**src/rtl/staged_por_pkg.sv**
```systemverilog
package staged_por_pkg;
  localparam int NUM_TIMED = 2;
  typedef enum int {ST_IO = 0, ST_CPU = 1} stage_e;
endpackage

```
**src/rtl/por_sync_2ff.sv**
```systemverilog
module por_sync_2ff (
  input  logic clk_i,
  input  logic clr_ni,
  input  logic d_i,
  output logic q_o
);
  logic meta_q;
  always_ff @(posedge clk_i or negedge clr_ni) begin
    if (!clr_ni) begin
      meta_q <= 1'b0;
      q_o    <= 1'b0;
    end else begin
      meta_q <= d_i;
      q_o    <= meta_q;
    end
  end
endmodule

```
**src/rtl/por_tick_div.sv**
```systemverilog
module por_tick_div #(
  parameter int DIV = 4
) (
  input  logic clk_i,
  input  logic rst_ni,
  output logic tick_o
);
  localparam int CW = (DIV > 1) ? $clog2(DIV) : 1;
  logic [CW-1:0] cnt_q;
  always_ff @(posedge clk_i or negedge rst_ni) begin
    if (!rst_ni) begin
      cnt_q  <= '0;
      tick_o <= 1'b0;
    end else begin
      tick_o <= (cnt_q == CW'(DIV - 1));
      cnt_q  <= (cnt_q == CW'(DIV - 1)) ? '0 : cnt_q + 1'b1;
    end
  end
endmodule

```
**src/rtl/por_stage_timer.sv**
```systemverilog
module por_stage_timer #(
  parameter int DLY = 8
) (
  input  logic clk_i,
  input  logic clr_ni,
  input  logic tick_i,
  input  logic en_i,
  output logic rel_o
);
  localparam int CW = $clog2(DLY + 1);
  logic [CW-1:0] cnt_q;
  always_ff @(posedge clk_i or negedge clr_ni) begin
    if (!clr_ni) begin
      cnt_q <= '0;
      rel_o <= 1'b0;
    end else if (en_i && !rel_o && tick_i) begin
      if (cnt_q == CW'(DLY - 1)) rel_o <= 1'b1;
      else                       cnt_q <= cnt_q + 1'b1;
    end
  end
endmodule

```
**src/rtl/por_mute_stage.sv**
```systemverilog
module por_mute_stage #(
  parameter int LOW_TICKS = 2
) (
  input  logic clk_i,
  input  logic clr_ni,
  input  logic tick_i,
  input  logic arm_i,
  input  logic gate_i,
  input  logic eep_wr_i,
  output logic rel_o
);
  localparam int CW = $clog2(LOW_TICKS + 1);
  logic [CW-1:0] low_cnt_q;
  logic          eep_q;
  logic          eep_rise;

  assign eep_rise = eep_wr_i & ~eep_q;

  always_ff @(posedge clk_i or negedge clr_ni) begin
    if (!clr_ni) begin
      low_cnt_q <= '0;
      eep_q     <= 1'b0;
      rel_o     <= 1'b0;
    end else begin
      eep_q <= eep_wr_i;
      if (!arm_i || gate_i) begin
        low_cnt_q <= '0;
      end else if (tick_i && !rel_o) begin
        if (low_cnt_q == CW'(LOW_TICKS - 1)) rel_o <= 1'b1;
        else                                 low_cnt_q <= low_cnt_q + 1'b1;
      end
      if (arm_i && eep_rise) rel_o <= 1'b1;
    end
  end
endmodule

```
**src/rtl/staged_por_seq.sv**
```systemverilog
module staged_por_seq
  import staged_por_pkg::*;
#(
  parameter int TICK_DIV   = 4,
  parameter int DLY_IO     = 23,
  parameter int DLY_CPU    = 7,
  parameter int MUTE_TICKS = 2
) (
  input  logic clk_i,
  input  logic rst_ni,
  input  logic pwr_ok_i,
  input  logic mute_gate_i,
  input  logic eep_wr_i,
  output logic periph_rst_no,
  output logic uart_rst_no,
  output logic tmr_clr_o,
  output logic cpu_rst_no,
  output logic disp_en_no,
  output logic mute_no
);
  localparam int STAGE_DLY [NUM_TIMED] = '{DLY_IO, DLY_CPU};

  logic clear_n;
  logic pwr_sync;
  logic eep_sync;
  logic tick;
  logic [NUM_TIMED:0] stage_en;
  logic [NUM_TIMED-1:0] stage_rel;
  logic mute_rel;

  // assertion is asynchronous, release is synchronous
  assign clear_n = rst_ni & pwr_ok_i;

  por_sync_2ff u_pwr_sync (.clk_i(clk_i), .clr_ni(clear_n), .d_i(1'b1),     .q_o(pwr_sync));
  por_sync_2ff u_eep_sync (.clk_i(clk_i), .clr_ni(clear_n), .d_i(eep_wr_i), .q_o(eep_sync));

  por_tick_div #(.DIV(TICK_DIV)) u_tick (.clk_i(clk_i), .rst_ni(rst_ni), .tick_o(tick));

  assign stage_en[0] = pwr_sync;

  for (genvar g = 0; g < NUM_TIMED; g++) begin : g_stage
    por_stage_timer #(.DLY(STAGE_DLY[g])) u_stage (
      .clk_i (clk_i),
      .clr_ni(clear_n),
      .tick_i(tick),
      .en_i  (stage_en[g]),
      .rel_o (stage_rel[g])
    );
    assign stage_en[g+1] = stage_rel[g];
  end

  por_mute_stage #(.LOW_TICKS(MUTE_TICKS)) u_mute (
    .clk_i   (clk_i),
    .clr_ni  (clear_n),
    .tick_i  (tick),
    .arm_i   (stage_en[NUM_TIMED]),
    .gate_i  (mute_gate_i),
    .eep_wr_i(eep_sync),
    .rel_o   (mute_rel)
  );

  assign periph_rst_no = stage_rel[ST_IO];
  assign uart_rst_no   = stage_rel[ST_IO];
  assign tmr_clr_o     = ~stage_rel[ST_IO];
  assign cpu_rst_no    = stage_rel[ST_CPU];
  assign disp_en_no    = ~stage_rel[ST_CPU];
  assign mute_no       = mute_rel;
endmodule

```
**config.mk**
```make
export PLATFORM = sky130hd
export DESIGN_NAME = staged_por_seq
export DESIGN_NICKNAME = d
export VERILOG_FILES = /design/src/rtl/staged_por_pkg.sv /design/src/rtl/por_sync_2ff.sv /design/src/rtl/por_tick_div.sv /design/src/rtl/por_stage_timer.sv /design/src/rtl/por_mute_stage.sv /design/src/rtl/staged_por_seq.sv
export SDC_FILE = /design/constraint.sdc
export NUM_CORES = 1
export LEC_CHECK = 0
export ABC_AREA = 1
export BUFFER_PORTS_ARGS = -buffer_cell sky130_fd_sc_hd__buf_2
export CAP_MARGIN = 20
export CORE_MARGIN = 2
export CORE_UTILIZATION = 55
export CTS_BUF_LIST = sky130_fd_sc_hd__clkbuf_4 sky130_fd_sc_hd__clkbuf_8 sky130_fd_sc_hd__clkbuf_16
export DETAILED_ROUTE_END_ITERATION = 8
export PLACE_DENSITY_LB_ADDON = 0.08
export RECOVER_POWER = 100
export SKIP_CTS_REPAIR_TIMING = 1
export SLEW_MARGIN = 20
export SYNTH_ARGS = -nofsm -noshare
export SYNTH_HDL_FRONTEND = slang
export SYNTH_SLANG_ARGS = --single-unit
```
**constraint.sdc**
```tcl
create_clock -name clk_i -period 1.29 [get_ports clk_i]
set_clock_uncertainty 0.05 [all_clocks]
set_input_delay 0.258 -clock clk_i [delete_from_list [all_inputs] [get_ports clk_i]]
set_output_delay 0.258 -clock clk_i [all_outputs]
set_load 0.02 [all_outputs]
```
==> reports/metrics.yaml <==
worstSetupPathType: "reg -> out"
cp_max_fo: 3
critPathMostFrequentCell: "buf_6"
period_share: 0.9984
endpoint_kind: "primary output"
reg2reg_slack_ps: 60
worstPathArrival_ps: 980
cp_top_family: "flip-flops"
cts_sinks: 21
final_cell_area_um2: 1166
synthCells: 109
p_leak_nw: 0.5987
worstSetupStartpointType: "flop"
fp.dieH_um: 46.21
viasPerCell: 4.727
grt.met3_usage: 0.02353
routed_wl_um: 1607
cts_buffers: 3
period_minus_slack_ps: 1288
synth_most_common_cell: "nand2_1"
grtUsageMet1: 0.2236
hpwl_um: 1138
synthTopCellsByArea: "dfrtp_1 54%, nand2_1 13%, ha_1 7.7%, inv_1 5.4%, nand3_1 4.6%"
setup_viol_count_final: 0
final-max-slew-violation-count: 0
place.gp.congestion: 0.7568
worstPathCellList: "buf_6, buf_6"
wl_per_cell_um: 10.44
drtIter0Drc: 7
ctsHtreeMaxLevel: 1
fp.coreArea_um2: 1708
critPathSlowestCell: "dfrtp_1"
yosysTopAreaCell: "dfrtp_1"
worstRegToRegCells: 6
hold_viol: 0
hold_slack_ps: 161.1
dr.pass1.iters: 4
insertedDiodeCount: 0
grt_pass1_vias: 618
cts.root.buffer_cell: "clkbuf_4"
syn_nets: 120
synth-main-ff-cell: "dfrtp_1"
clk_pin_slew_ps: 110
r2r-start: "g_stage[0].u_stage.cnt_q[0]"
netlist.area_leader.share: 0.5364
yosysSeqAreaShare: 0.5364
grt_pass1_wl_um: 2532
yosysWarningCount: 0
yosys-top-cells-count: "33 x nand2_1, 21 x dfrtp_1, 14 x inv_1, 9 x nand3_1, 8 x nor2_1"
worstPathRequired_ps: 980
nNetsFinal: 141
cp.depth: 2
area_delta_synth_final_pct: 19.03
clk_latency_ps: 290
synthesis.area_um2: 979.7
power_density_nw_per_um2: 1126
ir_drop_uv: 912.9
grt_max_degree: 19
reg2reg_to: "g_stage[0].u_stage.cnt_q[3]"
syn_avg_cell_area_um2: 8.988
vias: 728
drc: 0
fin_cells: 154
utilization: 0.6828
synthDistinctLibCells: 19
crit_buf_inv: 2
status: "complete, no violations"
dp_cells: 143
port_buffers: 10
row_count: 15
busiest_layer: "met2"
drive_above_1_share: 0.2016
worstSetupEndpoint: "periph_rst_no"
tritoncts: "done"
max-cap-violations: 0
use_met2: 0.2667
power_mw: 1.313
placed_area_um2: 1054
clockBufferDepth: 2
ios: 11
start_util: 0.5736
dieArea_um2: 2135
rsz0062_at_grt: "yes"
antenna_left: 0
cpPeakStageDelay_ps: 440
ys_seq_elements: 21
antenna_found_initial: 0
hold_path.class: "in -> reg"
grt_overflow: 0
synth-edff-count: 0
clock.fmax_mhz: 776.4
cp-startpoint: "g_stage[0].u_stage.rel_o"
async_reset_ff_frac: 1.000
track_usage: 0.1684
die-width_um: 46.21
## kinds of logic after synthesis
kind of cell | count (synthesis) | synth area share
AOI/OAI and AO/OA | 4 | 0.02044
xor gates and xnor gates | 1 | 0.008942
adders and majority gates | 6 | 0.07663
buffers and inverters | 18 | 0.07789
DFF | 21 | 0.5364
other | 1 | 0.003828
and+or+nand+nor | 58 | 0.2759
## worst min-delay path by stage
stage,start,end,depth (start not counted)
2_1_floorplan,rst_ni,u_tick.cnt_q[0],0
3_3_place_gp,rst_ni,u_tick.cnt_q[1],1
3_5_place_dp,rst_ni,u_tick.cnt_q[1],1
4_1_cts,rst_ni,u_tick.cnt_q[1],1
5_1_grt,mute_gate_i,u_mute.low_cnt_q[0],4
6_report,mute_gate_i,u_mute.low_cnt_q[0],4
## worst min-delay path: cells and delay by family
kind / cells / cell delay [ps]
and+or+nand+nor: 3 / 150
buffers and inverters: 1 / 80
## cell usage in the layout (no fill, tap or decap), drive strengths merged
| master | count |
|---|---|
| buf | 11 |
| clkbuf | 8 |
| clkinv | 1 |
| conb | 1 |
| dfrtp | 21 |
| dlygate4sd3 | 3 |
| ha | 6 |
| inv | 15 |
| nand2 | 35 |
| nand3 | 9 |
| nand3b | 1 |
| nand4 | 4 |
| nor2 | 9 |
| o21ai | 4 |
| xnor2 | 1 |
## state kept, by name (all words and copies together) (netlist names)
register,cells
u_eep_sync.q_o,1
u_eep_sync.meta_q,1
u_pwr_sync.q_o,1
u_mute.rel_o,1
u_tick.tick_o,1
u_mute.eep_q,1
u_pwr_sync.meta_q,1
u_mute.low_cnt_q,2
g_stage.u_stage.rel_o,2
g_stage.u_stage.cnt_q,8
u_tick.cnt_q,2
## metal layers
layer	wire, µm	vias to the layer above
li1	-	376
met1	758	337
met2	779	13
met3	46	2
met4	23	0
met5	0	-
## cell type report
cell class	count	area, µm²
fillers	141	541.8
repair buffers	18	135.1
clock buffers	4	30.03
flip-flops and latches	21	525.5
multi-input cells	70	382.9
well taps	25	31.28
inverters	16	61.31
## per-stage QoR
step                setup WS [ps]  setup TNS [ps]
floorplan                   55.04               0
global placement            108.7               0
detailed placement          73.60               0
CTS                        -43.56          -76.32
global route               -32.81          -74.96
finish                      2.072               0
## power breakdown
group	switching, mW	internal, mW
combinational	0.0997	0.0957
sequential	0.0840	0.705
clock	0.187	0.141
total	0.371	0.942
No activity file was read; power rests on OpenSTA's default activity.
